### config.mk
export PLATFORM = sky130hd
export DESIGN_NAME = led_chain_seq
export DESIGN_NICKNAME = d
export VERILOG_FILES = /design/src/rtl/led_seq_pkg.sv /design/src/rtl/led_seq_halftimer.sv /design/src/rtl/led_seq_shreg.sv /design/src/rtl/led_chain_seq.sv
export SDC_FILE = /design/constraint.sdc
export NUM_CORES = 1
export LEC_CHECK = 0
export BUFFER_PORTS_ARGS = -buffer_cell sky130_fd_sc_hd__buf_2
export CORE_AREA = 2 2 213 215
export DETAILED_ROUTE_END_ITERATION = 8
export DIE_AREA = 0 0 215 217
export SYNTH_ARGS = -nofsm -noshare
export SYNTH_HDL_FRONTEND = slang
export SYNTH_SLANG_ARGS = --single-unit
### constraint.sdc
create_clock -name clk -period 3.9 [get_ports clk]
set_input_delay 0.195 -clock clk [delete_from_list [all_inputs] [get_ports clk]]
set_output_delay 0.195 -clock clk [all_outputs]
set_load 0.05 [all_outputs]
### src/rtl/led_seq_pkg.sv
package led_seq_pkg;

    typedef enum logic [2:0] {
        ST_IDLE,
        ST_LOAD,
        ST_SHIFT,
        ST_LATCH,
        ST_SETUP,
        ST_GS,
        ST_DONE
    } seq_state_e;

    // write command placed at the top of every packet
    localparam logic [5:0] WRITE_CMD = 6'b100101;
    localparam int CMD_W = 6;

    // low hold after the data burst, in half periods of sclk
    localparam int LATCH_HALVES = 18;

endpackage

### src/rtl/led_seq_halftimer.sv
module led_seq_halftimer #(
    parameter int DIV_W = 8
) (
    input  logic             clk,
    input  logic             rst_n,
    input  logic             en,
    input  logic [DIV_W-1:0] half,
    output logic             tick
);

    typedef struct packed {
        logic [DIV_W-1:0] cnt;
    } tmr_t;

    tmr_t d, q;

    always_comb begin
        d    = q;
        tick = en && (q.cnt == half - DIV_W'(1));
        if (!en || tick) begin
            d.cnt = '0;
        end else begin
            d.cnt = q.cnt + DIV_W'(1);
        end
    end

    always_ff @(posedge clk) begin
        if (!rst_n) begin
            q <= '0;
        end else begin
            q <= d;
        end
    end

endmodule

### src/rtl/led_seq_shreg.sv
module led_seq_shreg
    import led_seq_pkg::*;
#(
    parameter int W = 224
) (
    input  logic         clk,
    input  logic         rst_n,
    input  logic         load,
    input  logic         shift,
    input  logic [W-1:0] din,
    output logic         msb
);

    typedef struct packed {
        logic [W-1:0] sr;
    } sh_t;

    sh_t d, q;

    always_comb begin
        d = q;
        if (load) begin
            d.sr = din;
            d.sr[W-1 -: CMD_W] = WRITE_CMD;
        end else if (shift) begin
            d.sr = {q.sr[W-2:0], 1'b0};
        end
    end

    assign msb = q.sr[W-1];

    always_ff @(posedge clk) begin
        if (!rst_n) begin
            q <= '0;
        end else begin
            q <= d;
        end
    end

endmodule

### src/rtl/led_chain_seq.sv
module led_chain_seq
    import led_seq_pkg::*;
#(
    parameter int NUM_DEV   = 4,
    parameter int PKT_BITS  = 224,
    parameter int DIV_W     = 8,
    parameter int GS_PULSES = 65536,
    parameter int SETUP_CYC = 150
) (
    input  logic                clk,
    input  logic                rst_n,
    input  logic                run,
    input  logic [DIV_W-1:0]    div,
    input  logic                pkt_valid,
    input  logic [PKT_BITS-1:0] pkt_data,
    output logic                pkt_ready,
    output logic                sclk,
    output logic                sdat,
    output logic                busy,
    output logic                done
);

    localparam int BIT_W  = $clog2(PKT_BITS);
    localparam int DEV_W  = (NUM_DEV > 1) ? $clog2(NUM_DEV) : 1;
    localparam int GS_W   = (GS_PULSES > 1) ? $clog2(GS_PULSES) : 1;
    localparam int WAIT_W = $clog2(LATCH_HALVES * (2 ** DIV_W) + SETUP_CYC + 1);

    typedef struct packed {
        seq_state_e         st;
        logic               ph;
        logic               sclk;
        logic [BIT_W-1:0]   bitn;
        logic [DEV_W-1:0]   dev;
        logic [GS_W-1:0]    gs;
        logic [WAIT_W-1:0]  wt;
        logic [WAIT_W-1:0]  lim;
        logic [DIV_W-1:0]   half;
    } regs_t;

    regs_t d, q;

    logic tick;
    logic tmr_en;
    logic sh_load;
    logic sh_shift;
    logic sh_msb;
    logic [DIV_W-1:0] eff_div;

    assign eff_div = (div == '0) ? DIV_W'(1) : div;
    assign tmr_en  = (q.st == ST_SHIFT) || (q.st == ST_GS);

    led_seq_halftimer #(.DIV_W(DIV_W)) u_timer (
        .clk   (clk),
        .rst_n (rst_n),
        .en    (tmr_en),
        .half  (q.half),
        .tick  (tick)
    );

    led_seq_shreg #(.W(PKT_BITS)) u_shreg (
        .clk   (clk),
        .rst_n (rst_n),
        .load  (sh_load),
        .shift (sh_shift),
        .din   (pkt_data),
        .msb   (sh_msb)
    );

    always_comb begin
        d         = q;
        sh_load   = 1'b0;
        sh_shift  = 1'b0;
        pkt_ready = 1'b0;
        unique case (q.st)
            ST_IDLE: begin
                d.sclk = 1'b0;
                if (run) begin
                    d.half = eff_div;
                    d.lim  = WAIT_W'(LATCH_HALVES) * WAIT_W'(eff_div) - WAIT_W'(1);
                    d.dev  = DEV_W'(NUM_DEV - 1);
                    d.st   = ST_LOAD;
                end
            end
            ST_LOAD: begin
                pkt_ready = 1'b1;
                if (pkt_valid) begin
                    sh_load = 1'b1;
                    d.bitn  = BIT_W'(PKT_BITS - 1);
                    d.ph    = 1'b0;
                    d.st    = ST_SHIFT;
                end
            end
            ST_SHIFT: begin
                if (tick) begin
                    if (!q.ph) begin
                        d.sclk = 1'b1;
                        d.ph   = 1'b1;
                    end else if (q.bitn != '0) begin
                        sh_shift = 1'b1;
                        d.bitn   = q.bitn - BIT_W'(1);
                        d.sclk   = 1'b0;
                        d.ph     = 1'b0;
                    end else if (q.dev != '0) begin
                        // next packet follows with no idle period
                        pkt_ready = 1'b1;
                        if (pkt_valid) begin
                            sh_load = 1'b1;
                            d.dev   = q.dev - DEV_W'(1);
                            d.bitn  = BIT_W'(PKT_BITS - 1);
                            d.sclk  = 1'b0;
                            d.ph    = 1'b0;
                        end
                    end else begin
                        d.sclk = 1'b0;
                        d.wt   = '0;
                        d.st   = ST_LATCH;
                    end
                end
            end
            ST_LATCH: begin
                if (q.wt == q.lim) begin
                    d.wt = '0;
                    d.st = ST_SETUP;
                end else begin
                    d.wt = q.wt + WAIT_W'(1);
                end
            end
            ST_SETUP: begin
                if (q.wt == WAIT_W'(SETUP_CYC - 1)) begin
                    d.ph = 1'b0;
                    d.gs = GS_W'(GS_PULSES - 1);
                    d.st = ST_GS;
                end else begin
                    d.wt = q.wt + WAIT_W'(1);
                end
            end
            ST_GS: begin
                if (tick) begin
                    if (!q.ph) begin
                        d.sclk = 1'b1;
                        d.ph   = 1'b1;
                    end else if (q.gs != '0) begin
                        d.gs   = q.gs - GS_W'(1);
                        d.sclk = 1'b0;
                        d.ph   = 1'b0;
                    end else begin
                        d.sclk = 1'b0;
                        d.st   = ST_DONE;
                    end
                end
            end
            ST_DONE: begin
                d.st = ST_IDLE;
            end
            default: begin
                d.st = ST_IDLE;
            end
        endcase
    end

    always_ff @(posedge clk) begin
        if (!rst_n) begin
            q      <= '0;
            q.st   <= ST_IDLE;
            q.half <= DIV_W'(1);
        end else begin
            q <= d;
        end
    end

    assign sclk = q.sclk;
    assign sdat = (q.st == ST_SHIFT) && sh_msb;
    assign busy = (q.st != ST_IDLE);
    assign done = (q.st == ST_DONE);

endmodule

==> impl_metrics.toml <==
[run_status]
status = "finished clean"

[synth]
syn_area_per_cell_sq_um = 8.48
synth_top_cell_area_share_pct = 45.3
yosysTopAreaCell = "dfxtp_1"
ys_ff_latch = 297
ys_types = 58
ys.flop_type = "dfxtp_1"
ys_seq_area_share_pct = 45.3
async_flop_share_pct = 0
syn-num-nets = 1800
ys_top_cells_by_area = "dfxtp_1 45%, o221ai_1 14%, nor2_1 14%, xnor2_1 2.9%, buf_6 2.7%"
synth_warnings = 0
synth_edf_count = 0
syn_area_sq_um = 13100
synth_cells = 1547

[worst_hold_path]
hold_path_class = "in2reg"
hold_depth = 3
hold_start = "pkt_data[6]"
holdPathEnd = "u_shreg.q[6]$_SDFFE_PN0P_"

[sta]
maxSlewHeadroom_pct = 32.3
rsz0062_at_grt = "false"
timing.final.max_slew_violations = 0
hold_violations = 0
min_period_over_period_pct = 89.6
fin_crit_ps = 3490
setup_viol = 0
max_freq_mhz = 286
tightest_slew_ps = 1020
setup-tns-final_ps = 0
skew_ps = 32.0

[setup_path]
crit_chain = "or3_1, or4_1, a31o_1, a211o_1, or4_4, buf_4, o221ai_1, nor2_1"
r2r_start = "q[2]$_SDFFE_PN0P_"
slowest_stage = "or4_4"
worstSetupEndpointType = "flip-flop"
reg2reg_slack_ps = 410
r2r-end = "u_shreg.q[83]$_SDFFE_PN0P_"
worstPathRequired_ps = 4310
reg2regPathDepth = 8
max_stage_delay_ps = 570
worst_ep_arrival_time_ps = 3910
cp-start-kind = "flip-flop"
cp_num_buf_inv = 1
path_delay_family = "simple AND/OR/NAND/NOR gates"
startpoint = "q[2]$_SDFFE_PN0P_"
cp_max_fo = 82
critPathKind = "reg2reg"

[detailed_routing]
vias = 12700
dr.pass1.iters = 5
remaining_drc_errors = 0
ant_nets = 0
drtIter0Drc = 995
drt_wl_total_um = 38100
drt-vias-per-instance = 4.99
wire_per_inst_um = 14.9

[cells_and_area]
nNetsFinal = 2174
syn_to_final_growth_pct = 35.7
drive_above_1_share_pct = 16.4
design_area_sq_um = 17800

[clock_tree]
root_buffer = "clkbuf_16"
clkTransAtPathRegs_ps = 60
htreeDepth = 2
clock-sinks = 297
clk_latency_ps = 540
tritoncts = "yes"
clock_path_buffers = 3
cts_setup_buffers = 0
numCtsBuffers = 36

[die]
die_h_um = 217
core_area_sq_um = 44700
die_area_sq_um = 46700
ios = 241
start_util_pct = 29.4
placementRows = 78
dieWidth_um = 215

[pwr]
power_density_nw_per_um2 = 545
ir_drop_mv = 0.236
leakage_nw = 7.01

[global_routing]
grt_pass1_vias = 12600
grt_pass1_wl_um = 62500
grt_max_degree = 137
grt_remaining_overflow = 0
antenna_found_initial = 4
grt_util_all_layers_pct = 15.9

[placement]
port_buffers = 234
place_hpwl_um = 22400
place_area_sq_um = 14500
place.gp.congestion = 0.835

[run]
drv_cap = 0
## synth_stat cells (6+ instances only)
library cell / count
nand3_1: 19
o221ai_1: 215
o21ai_0: 18
nand2_1: 50
dfxtp_1: 297
nor4_1: 16
nor3_1: 16
inv_1: 22
buf_4: 9
ha_1: 16
nand2b_1: 6
a211oi_1: 13
o31ai_1: 7
a21oi_1: 52
buf_6: 32
buf_2: 8
or4_1: 7
and3_1: 7
nor2b_1: 9
or3_1: 9
xnor2_1: 44
nand4_1: 6
nor2_1: 500
clkbuf_1: 80
xor2_1: 24
## cell type report
type / instances / area, sq um
diodes: 3 / 7.51
clock buffers: 49 / 990
clock inverters: 15 / 93.8
fillers: 4437 / 26900
inverters: 24 / 90.1
multi-input cells: 1093 / 6340
flip-flops and latches: 297 / 5950
well taps: 600 / 751
repair buffers: 469 / 3580
## per-stage QoR
stage	cells	hold WS [ps]	setup slack [ps]	utilization, %	power [mW]
after floorplan	1547	331	803	-	5.82
after global placement	2266	440	476	32.5	6.35
after detailed placement	2266	446	431	32.5	6.45
after CTS	2547	2.38	405	39.8	9.78
after global routing	2550	45.9	256	39.8	10.3
final	2550	26.5	405	39.8	9.69
## worst register-to-register path: stages (launching register included)
cell and delay, ps:
dfxtp_1 360, or3_1 400, or4_1 500, a31o_1 250, a211o_1 400, or4_4 570
buf_4 410, o221ai_1 370, nor2_1 100
## placed cells by master, fill, tap and decap left out, types with 3 or more instances in the layout
master           n
nor2_1         500
dfxtp_1        297
buf_2          233
dlygate4sd3_1  217
o221ai_1       215
a21oi_1         52
nand2_1         50
xnor2_1         44
clkbuf_16       36
xor2_1          24
inv_1           22
nand3_1         19
o21ai_0         18
nor3_1          16
nor4_1          16
ha_1            16
a211oi_1        13
clkinv_2        12
buf_4           10
or3_1            9
nor2b_1          9
clkbuf_1         9
buf_12           8
and3_1           7
o31ai_1          7
nand2b_1         6
or4_1            6
nand4_1          6
o22ai_1          5
a31oi_1          4
and2_1           4
nor3b_1          4
clkbuf_8         4
diode_2          3
o211ai_1         3
nor3_2           3
## routing by layer
layer / share of wire [%] / global-route usage [%] / vias up
met5: 0.018 / 0 / -
met4: 3.6 / 7.24 / 2
met3: 4.5 / 2.57 / 96
met2: 48 / 27.1 / 358
met1: 44 / 19.8 / 5983
li1: - / - / 6282
## sequential cells by signal, summed over array words and instances (netlist names)
| signal | count |
|---|---|
| q | 64 |
| u_shreg.q | 224 |
| u_timer.q | 8 |
| sclk | 1 |
## power breakdown
part / internal, mW / switching [mW] / total (mW)
Combinational: 1.04 / 1.44 / 2.48
Sequential: 3.70 / 0.424 / 4.13
Clock: 1.79 / 1.30 / 3.09
Total: 6.53 / 3.17 / 9.69
## timing repair
action                                 4_1_cts  5_1_grt
hold buffers                               217        0
endpoints found under the hold margin      218        0
resized for setup                            0        0
## how the worst max path moves through the flow
stage	to	slack [ps]	cells after the start
detailed placement	u_shreg.q[120]$_SDFFE_PN0P_	430	8
finish	u_shreg.q[83]$_SDFFE_PN0P_	410	8
global route	u_shreg.q[41]$_SDFFE_PN0P_	260	9
global placement	u_shreg.q[120]$_SDFFE_PN0P_	480	8
CTS	u_shreg.q[120]$_SDFFE_PN0P_	410	8
floorplan	pkt_ready	800	5
## logic make-up (layout without fill, tap and decap cells)
group	Yosys count	after routing	share of synthesized area [%]
flops	297	297	45.3
buf+inv	157	557	6.66
mux	2	2	0.153
compound gates	339	339	20.2
simple gates	666	666	21.3
other cells	0	3	0
xor+xnor	69	69	4.71
fa+ha+maj	17	17	1.68
No activity file was read; power rests on OpenSTA's default activity.
